--- src/rtl/i2c_bm_pkg.sv ---
package i2c_bm_pkg;
  typedef enum logic [1:0] {
    OP_START = 2'd0,
    OP_STOP  = 2'd1,
    OP_WRITE = 2'd2,
    OP_READ  = 2'd3
  } op_e;

  typedef enum logic [3:0] {
    S_IDLE, S_FREE, S_SDAFALL, S_SHOLD,
    S_LOW, S_RISE, S_HIGH, S_FALL, S_PARK,
    S_PPRE, S_PDRV, S_PSETUP, S_FIN
  } st_e;
endpackage

--- src/rtl/i2c_us_tick.sv ---
module i2c_us_tick #(
  parameter int DIV = 200
) (
  input  logic clk,
  input  logic rst,
  output logic tick
);
  localparam int W = (DIV > 1) ? $clog2(DIV) : 1;
  logic [W-1:0] cnt;

  always_ff @(posedge clk) begin
    if (rst) begin
      cnt  <= '0;
      tick <= 1'b0;
    end else if (cnt == W'(DIV - 1)) begin
      cnt  <= '0;
      tick <= 1'b1;
    end else begin
      cnt  <= cnt + 1'b1;
      tick <= 1'b0;
    end
  end
endmodule

--- src/rtl/i2c_line_sync.sv ---
module i2c_line_sync #(
  parameter int N      = 2,
  parameter int STAGES = 2
) (
  input  logic         clk,
  input  logic         rst,
  input  logic [N-1:0] d,
  output logic [N-1:0] q
);
  for (genvar g = 0; g < N; g++) begin : g_line
    logic [STAGES-1:0] ff;
    always_ff @(posedge clk) begin
      if (rst) ff <= '1;
      else     ff <= {ff[STAGES-2:0], d[g]};
    end
    assign q[g] = ff[STAGES-1];
  end
endmodule

--- src/rtl/i2c_bm_ctrl.sv ---
module i2c_bm_ctrl
  import i2c_bm_pkg::*;
#(
  parameter int T_FREE   = 5,
  parameter int T_LOW    = 5,
  parameter int T_HIGH   = 4,
  parameter int T_HOLD   = 4,
  parameter int POLL_MAX = 1000
) (
  input  logic       clk,
  input  logic       rst,
  input  logic       tick,
  input  logic       scl_hi,
  input  logic       sda_hi,
  input  logic       cmd_valid,
  input  logic [1:0] cmd_op,
  input  logic       cmd_last,
  input  logic       cmd_stop,
  input  logic [7:0] cmd_wdata,
  output logic       busy,
  output logic       done,
  output logic [7:0] rd_data,
  output logic       ack_ok,
  output logic       err,
  output logic       scl_oe,
  output logic       sda_oe
);
  localparam int T_MAX = (T_FREE > T_LOW ? T_FREE : T_LOW) > (T_HIGH > T_HOLD ? T_HIGH : T_HOLD)
                       ? (T_FREE > T_LOW ? T_FREE : T_LOW) : (T_HIGH > T_HOLD ? T_HIGH : T_HOLD);
  localparam int TW = $clog2(T_MAX + 1);
  localparam int PW = $clog2(POLL_MAX + 1);

  st_e         state;
  op_e         cur_op;
  logic [7:0]  shreg;
  logic [3:0]  bit_idx;
  logic [TW-1:0] us_cnt;
  logic [TW-1:0] cur_len;
  logic [PW-1:0] poll_cnt;
  logic        f_last, f_stop, fail, ack_seen;
  logic        is_read, phase_end, poll_out;

  assign is_read = (cur_op == OP_READ);

  always_comb begin
    case (state)
      S_FREE:   cur_len = TW'(T_FREE);
      S_SHOLD:  cur_len = TW'(T_HOLD);
      S_LOW:    cur_len = TW'(T_LOW);
      S_HIGH:   cur_len = TW'(T_HIGH);
      S_PSETUP: cur_len = TW'(T_HOLD);
      default:  cur_len = TW'(1);
    endcase
  end

  assign phase_end = tick && (us_cnt == cur_len - TW'(1));
  assign poll_out  = (poll_cnt == PW'(POLL_MAX - 1));

  always_ff @(posedge clk) begin
    if (rst) begin
      state    <= S_IDLE;
      cur_op   <= OP_START;
      scl_oe   <= 1'b0;
      sda_oe   <= 1'b0;
      busy     <= 1'b0;
      done     <= 1'b0;
      rd_data  <= '0;
      ack_ok   <= 1'b0;
      err      <= 1'b0;
      shreg    <= '0;
      bit_idx  <= '0;
      us_cnt   <= '0;
      poll_cnt <= '0;
      f_last   <= 1'b0;
      f_stop   <= 1'b0;
      fail     <= 1'b0;
      ack_seen <= 1'b0;
    end else begin
      done <= 1'b0;
      if (tick) us_cnt <= us_cnt + 1'b1;
      case (state)
        S_IDLE: if (cmd_valid) begin
          busy     <= 1'b1;
          fail     <= 1'b0;
          ack_seen <= 1'b0;
          us_cnt   <= '0;
          poll_cnt <= '0;
          bit_idx  <= '0;
          cur_op   <= op_e'(cmd_op);
          f_last   <= cmd_last;
          f_stop   <= cmd_stop;
          shreg    <= cmd_wdata;
          case (op_e'(cmd_op))
            OP_START: begin state <= S_FREE; scl_oe <= 1'b0; sda_oe <= 1'b0; end
            OP_STOP:  begin state <= S_PPRE; scl_oe <= 1'b1; end
            OP_WRITE: begin state <= S_LOW;  scl_oe <= 1'b1; sda_oe <= ~cmd_wdata[7]; end
            default:  begin state <= S_LOW;  scl_oe <= 1'b1; sda_oe <= 1'b0; end
          endcase
        end
        S_FREE: if (phase_end) begin
          state  <= S_SDAFALL;
          sda_oe <= 1'b1;
          us_cnt <= '0;
        end
        S_SDAFALL: if (tick) begin
          if (scl_hi) begin
            state  <= S_SHOLD;
            us_cnt <= '0;
          end else if (poll_out) begin
            fail   <= 1'b1;
            scl_oe <= 1'b1;
            state  <= S_PPRE;
          end else poll_cnt <= poll_cnt + 1'b1;
        end
        S_SHOLD: if (phase_end) begin
          scl_oe <= 1'b1;
          state  <= S_FIN;
        end
        S_LOW: if (phase_end) begin
          scl_oe   <= 1'b0;
          poll_cnt <= '0;
          state    <= S_RISE;
        end
        S_RISE: if (tick) begin
          if (scl_hi) begin
            state  <= S_HIGH;
            us_cnt <= '0;
            if (bit_idx == 4'd8) begin
              if (!is_read) begin
                ack_seen <= ~sda_hi;
                fail     <= fail | sda_hi;
              end
            end else if (is_read) begin
              shreg <= {shreg[6:0], sda_hi};
            end
          end else if (poll_out) begin
            fail   <= 1'b1;
            scl_oe <= 1'b1;
            state  <= S_PPRE;
          end else poll_cnt <= poll_cnt + 1'b1;
        end
        S_HIGH: if (phase_end) begin
          scl_oe <= 1'b1;
          state  <= S_FALL;
        end
        S_FALL: begin
          if (bit_idx == 4'd8) begin
            sda_oe <= 1'b1;
            state  <= S_PARK;
          end else begin
            bit_idx <= bit_idx + 1'b1;
            us_cnt  <= '0;
            state   <= S_LOW;
            if (is_read) begin
              sda_oe <= (bit_idx == 4'd7) ? ~f_last : 1'b0;
            end else begin
              shreg  <= {shreg[6:0], 1'b0};
              sda_oe <= (bit_idx == 4'd7) ? 1'b0 : ~shreg[6];
            end
          end
        end
        S_PARK: begin
          if (f_stop && (!is_read || f_last)) begin
            scl_oe <= 1'b0;
            us_cnt <= '0;
            state  <= S_PSETUP;
          end else state <= S_FIN;
        end
        S_PPRE: begin
          sda_oe <= 1'b1;
          state  <= S_PDRV;
        end
        S_PDRV: begin
          scl_oe <= 1'b0;
          us_cnt <= '0;
          state  <= S_PSETUP;
        end
        S_PSETUP: if (phase_end) begin
          sda_oe <= 1'b0;
          state  <= S_FIN;
        end
        S_FIN: begin
          done  <= 1'b1;
          busy  <= 1'b0;
          err   <= fail;
          state <= S_IDLE;
          if (cur_op == OP_WRITE) ack_ok <= ack_seen;
          if (is_read && !fail) rd_data <= shreg;
        end
        default: state <= S_IDLE;
      endcase
    end
  end

  // SDA only moves under a held-low clock, outside START/STOP steps
  p_sda_under_low_scl_r3: assert property (@(posedge clk) disable iff (rst)
    (!$stable(sda_oe) && $past(state) != S_IDLE && $past(state) != S_FREE &&
     $past(state) != S_PSETUP) |-> (scl_oe && $past(scl_oe)));

  // idle bus is either fully parked or fully released
  p_idle_bus_r9: assert property (@(posedge clk) disable iff (rst)
    (state == S_IDLE) |-> (scl_oe == sda_oe));

  // handshake
  p_accept_r12: assert property (@(posedge clk) disable iff (rst)
    (cmd_valid && !busy) |=> busy);
  p_done_pulse_r12: assert property (@(posedge clk) disable iff (rst)
    done |=> !done);
  p_done_not_busy_r12: assert property (@(posedge clk) disable iff (rst)
    done |-> !busy);

  // a timeout always ends with an error report
  p_timeout_err_r11: assert property (@(posedge clk) disable iff (rst)
    (state == S_RISE && tick && !scl_hi && poll_out) |=> fail);
endmodule

--- src/rtl/i2c_byte_master.sv ---
module i2c_byte_master #(
  parameter int CLK_PER_US  = 200,
  parameter int T_FREE      = 5,
  parameter int T_LOW       = 5,
  parameter int T_HIGH      = 4,
  parameter int T_HOLD      = 4,
  parameter int POLL_MAX    = 1000,
  parameter int SYNC_STAGES = 2
) (
  input  logic       clk,
  input  logic       rst,
  input  logic       cmd_valid,
  input  logic [1:0] cmd_op,
  input  logic       cmd_last,
  input  logic       cmd_stop,
  input  logic [7:0] cmd_wdata,
  output logic       busy,
  output logic       done,
  output logic [7:0] rd_data,
  output logic       ack_ok,
  output logic       err,
  output logic       scl_oe,
  output logic       sda_oe,
  input  logic       scl_in,
  input  logic       sda_in
);
  logic       tick;
  logic [1:0] lines;

  i2c_us_tick #(.DIV(CLK_PER_US)) u_tick (
    .clk(clk), .rst(rst), .tick(tick)
  );

  i2c_line_sync #(.N(2), .STAGES(SYNC_STAGES)) u_sync (
    .clk(clk), .rst(rst), .d({sda_in, scl_in}), .q(lines)
  );

  i2c_bm_ctrl #(
    .T_FREE(T_FREE), .T_LOW(T_LOW), .T_HIGH(T_HIGH),
    .T_HOLD(T_HOLD), .POLL_MAX(POLL_MAX)
  ) u_ctrl (
    .clk(clk), .rst(rst), .tick(tick),
    .scl_hi(lines[0]), .sda_hi(lines[1]),
    .cmd_valid(cmd_valid), .cmd_op(cmd_op), .cmd_last(cmd_last),
    .cmd_stop(cmd_stop), .cmd_wdata(cmd_wdata),
    .busy(busy), .done(done), .rd_data(rd_data), .ack_ok(ack_ok),
    .err(err), .scl_oe(scl_oe), .sda_oe(sda_oe)
  );
endmodule

--- config.mk ---
export PLATFORM = sky130hd
export DESIGN_NAME = i2c_byte_master
export DESIGN_NICKNAME = d
export VERILOG_FILES = /design/src/rtl/i2c_bm_pkg.sv /design/src/rtl/i2c_us_tick.sv /design/src/rtl/i2c_line_sync.sv /design/src/rtl/i2c_bm_ctrl.sv /design/src/rtl/i2c_byte_master.sv
export SDC_FILE = /design/constraint.sdc
export NUM_CORES = 1
export LEC_CHECK = 0
export BUFFER_PORTS_ARGS = -buffer_cell sky130_fd_sc_hd__buf_2
export CORE_MARGIN = 10
export CORE_UTILIZATION = 60
export CTS_CLUSTER_DIAMETER = 120
export DETAILED_ROUTE_END_ITERATION = 8
export PLACE_DENSITY = 0.8
export SETUP_SLACK_MARGIN = 0.15
export SLEW_MARGIN = 5
export SYNTH_ARGS = -nofsm -noshare
export SYNTH_HDL_FRONTEND = slang
export SYNTH_SLANG_ARGS = --single-unit
--- constraint.sdc ---
create_clock -name clk -period 2.81 [get_ports clk]
set_clock_uncertainty 0.05 [all_clocks]
set_input_delay 0 -clock clk [delete_from_list [all_inputs] [get_ports clk]]
set_output_delay 0 -clock clk [all_outputs]
set_load 0.01 [all_outputs]
==> results_dict.tcl <==
set metrics [dict create \
    outcome "completed" \
    root_buffer_master "sky130_fd_sc_hd__clkbuf_8" \
    synthTopCellsByArea "sky130_fd_sc_hd__dfxtp_1 (35%), sky130_fd_sc_hd__nor2_1 (5.8%), sky130_fd_sc_hd__mux2i_1 (5.4%)" \
    worst_r2r_startpoint "u_ctrl.state[2]" \
    final_core_util 0.7315 \
    num_io_pins 31 \
    ys_async_sr_fraction 0 \
    synth.avg_cell_area_sq_um 8.319 \
    drt_pass1_iterations 5 \
    edff_count_synth 0 \
    syn_inst 421 \
    postRouteAntennaNets 0 \
    power.sequential.fraction 0.322 \
    dpl.hpwl_um 6041 \
    report.final.setup_viol 0 \
    synthesis.area_sq_mm 0.003502 \
    holdPathStages 3 \
    slowest_delay_ns 0.65 \
    cp_max_fo 14 \
    clock_sink_count 62 \
    antennaDiodeCount 0 \
    numCtsBuffers 9 \
    synth_top_family_by_area "simple AND/OR/NAND/NOR gates" \
    vias 3363 \
    final.period_utilization 0.8643 \
    synth_area_leader_cell "sky130_fd_sc_hd__dfxtp_1" \
    row_cnt 27 \
    detailedPlace.worstSlack_ns 0.2421 \
    holdCritStartpoint "cmd_wdata[1]" \
    worstPathCellList "inv_2, nand3_1, nor2_1, a2111oi_4, buf_4, buf_4, nor2_1, a211oi_1" \
    synth.distinct_cells 69 \
    cap_violations 0 \
    tritoncts "yes" \
    p_comb_frac 0.446 \
    cp_class "reg2reg" \
    finalInstanceArea_sq_mm 0.004078 \
    hold_slack_final_ns 0.003756 \
    worst_path_max_delay_cell "sky130_fd_sc_hd__dfxtp_1" \
    core_ar_sq_mm 0.005574 \
    die-height_um 96.40 \
    die-area_sq_mm 0.009293 \
    fin_worst_setup_slack_ns 0.3813 \
    synth_mux_area_frac 0.06181 \
    min_path_type "in2reg" \
    layout-drive-gt1-share 0.1872 \
    compound_gate_portion_of_the_synthesized_area 0.2212 \
    setup.worst_path.start_class "register" \
    route.detailed.wl_per_inst_um 16.61 \
    cp.required_ns 3.02 \
    grt_first_pass_wirelength_um 14770 \
    synth_adder_area_share 0.01786 \
    dpl_cell_area_sq_mm 0.003686 \
    htree_levels 3 \
    layout-area-overhead-vs-synth_pct 16.43 \
    globalRoute.totalOverflow 0 \
    power_leakage_nw 1.626 \
    yosysSeqAreaShare 0.3544 \
    path_clk_slew_ns 0.08 \
    power.switching_fraction 0.4103 \
    top_cell_types_by_occurrence_after_synthesis "sky130_fd_sc_hd__dfxtp_1 (62), sky130_fd_sc_hd__nor2_1 (54), sky130_fd_sc_hd__a21oi_1 (31)" \
    timing.reg2reg.setup_slack_ns 0.38 \
    finalCriticalPeriod_ns 2.429 \
    synth-xor-area-share 0.02501 \
    globalRouteTotalUtil 0.1960 \
    synth_fp_nets 443 \
    initialDrtViolationCount 456 \
    synthMostInstantiatedCell "sky130_fd_sc_hd__dfxtp_1" \
    tightestPinTransition_ns 0.5639 \
    worst_setup_path_end_kind "register" \
    worst-endpoint-arrival_ns 2.64 \
    viasPerCell 6.205 \
    total_switching_power_mw 1.445 \
    num-nets-final 487 \
    clock_tree.buffer_depth 2 \
    p_int_mw 2.078 \
    crit-reg2reg-capture "u_ctrl.shreg[2]" \
    maxSlewViolCount 0 \
    max_freq_ghz 0.4117 \
    timing.hold.worst_endpoint "u_ctrl.shreg[1]" \
    cts-resized-gates 0 \
    drcViolationCount 0 \
    grt_antenna_before_repair 0 \
    grt_start_max_net_pins 34 \
    clk_lat_worst_skew_ns 0.35 \
    primary_ff_master_synth "sky130_fd_sc_hd__dfxtp_1" \
    setup_total_negative_slack_ns 0 \
    yosys_warnings 0 \
    powerDensity_mw_per_mm2 864.0 \
    yosys_register_bits 62 \
    initial_utilization 0.6283 \
    finalHoldViolations 0 \
    timing.reg2reg.worst_path_depth 8 \
    worst_ir_drop_vdd_mv 0.6637 \
    total_detailed_routing_wirelength_um 9003 \
    number_of_global_route_vias_before_repair 3156 \
    gp_congestion 0.9106 \
    die_w_um 96.40 \
    yosys.area_share.simple 0.2694 \
    clockPowerShare 0.232 \
    rsz_0062_raised_after_global_routing "false" \
    slew_headroom 0.6143 \
    port_buffers 30 \
    yosysTopAreaCellShare 0.3544 \
]
power by group through the flow:
stage / Combinational [mW] / Clock, mW / Sequential [mW]
3_5_place_dp: 1.42 / 0 / 1.14
5_1_grt: 1.71 / 0.861 / 1.15
4_1_cts: 1.46 / 0.820 / 1.13
2_1_floorplan: 1.18 / 0 / 1.08
3_3_place_gp: 1.38 / 0 / 1.14
6_report: 1.57 / 0.817 / 1.13
area by class of cell:
class                   instances  area, sq um
multi-input cells             321         2085
fillers                       394         1496
flip-flops and latches         62         1241
repair buffers                 61        422.9
clock buffers                   9        123.9
well taps                      72        90.09
clock inverters                 7        77.57
inverters                      10        37.54
what timing repair did:
| action | in CTS | in global routing |
|---|---|---|
| hold buffers | 16 | 0 |
| endpoints found under the hold margin | 12 | 0 |
| pin swaps | 1 | 1 |
| endpoints found under the setup margin | 1 | 8 |
| buffers inserted | 0 | 4 |
metrics by stage:
stage | total power [mW] | instances
6_report | 3.523 | 542
3_5_place_dp | 2.557 | 506
5_1_grt | 3.720 | 542
3_3_place_gp | 2.520 | 506
4_1_cts | 3.407 | 538
2_1_floorplan | 2.264 | 421
routing by layer:
layer | up-vias | track usage | wire, um
met5 | - | 0 | 0
met4 | 0 | 0.07385 | 191
met3 | 25 | 0.05397 | 643
met2 | 150 | 0.3111 | 4281
met1 | 1570 | 0.2485 | 3886
li1 | 1618 | - | -
worst max-delay path: cells and delay by family (launching register included):
family                 cells  cell delay [ns]
DFF                        1             0.65
buffers and inverters      3             0.65
AOI/OAI and AO/OA          2             0.54
and+or+nand+nor            3             0.45
worst max path at each step:
stage	from	endpoint	slack, ns	cells past startpoint
detailed placement	u_ctrl.bit_idx[0]	u_ctrl.shreg[0]	0.24	8
global route	u_ctrl.state[2]	u_ctrl.poll_cnt[0]	0.28	6
CTS	u_ctrl.state[2]	u_ctrl.shreg[0]	0.15	6
global placement	u_ctrl.state[2]	u_ctrl.shreg[6]	0.39	6
floorplan	u_ctrl.bit_idx[0]	u_ctrl.shreg[6]	0.67	10
finish	u_ctrl.state[2]	u_ctrl.shreg[2]	0.38	8
sequential cells by signal (all words and copies together) (netlist names), 2 cells and up:
signal / cells
u_ctrl.poll_cnt: 10
u_ctrl.rd_data: 8
u_ctrl.shreg: 8
u_tick.cnt: 8
u_ctrl.bit_idx: 4
u_ctrl.state: 4
u_sync.g_line.ff: 4
u_ctrl.us_cnt: 3
u_ctrl.cur_op: 2
cell usage in the layout, fill, tap and decap left out, types with 6 or more instances in the layout:
cell	netlist	routed
sky130_fd_sc_hd__o21ai_0	15	15
sky130_fd_sc_hd__nand2b_1	9	9
sky130_fd_sc_hd__nor2b_1	8	8
sky130_fd_sc_hd__buf_2	9	30
sky130_fd_sc_hd__mux2i_1	19	19
sky130_fd_sc_hd__dlygate4sd3_1	0	16
sky130_fd_sc_hd__inv_1	8	8
sky130_fd_sc_hd__xor2_1	6	6
sky130_fd_sc_hd__clkbuf_8	0	9
sky130_fd_sc_hd__nor3_1	11	11
sky130_fd_sc_hd__nand2_1	27	27
sky130_fd_sc_hd__nor2_1	54	54
sky130_fd_sc_hd__or2_2	7	7
sky130_fd_sc_hd__nand3_1	22	22
sky130_fd_sc_hd__a211oi_1	13	13
sky130_fd_sc_hd__dfxtp_1	62	62
sky130_fd_sc_hd__buf_4	2	15
sky130_fd_sc_hd__a21oi_1	31	31
cells by family (layout without fill, tap and decap cells):
family                     Yosys count  after routing
adders and majority gates            5              5
buffers and inverters               38             87
AOI/OAI and AO/OA                  107            107
muxes                               21             21
xor gates and xnor gates            10             10
and+or+nand+nor                    178            178
DFF                                 62             62
Note: power is estimated with default switching activity, not from simulation.
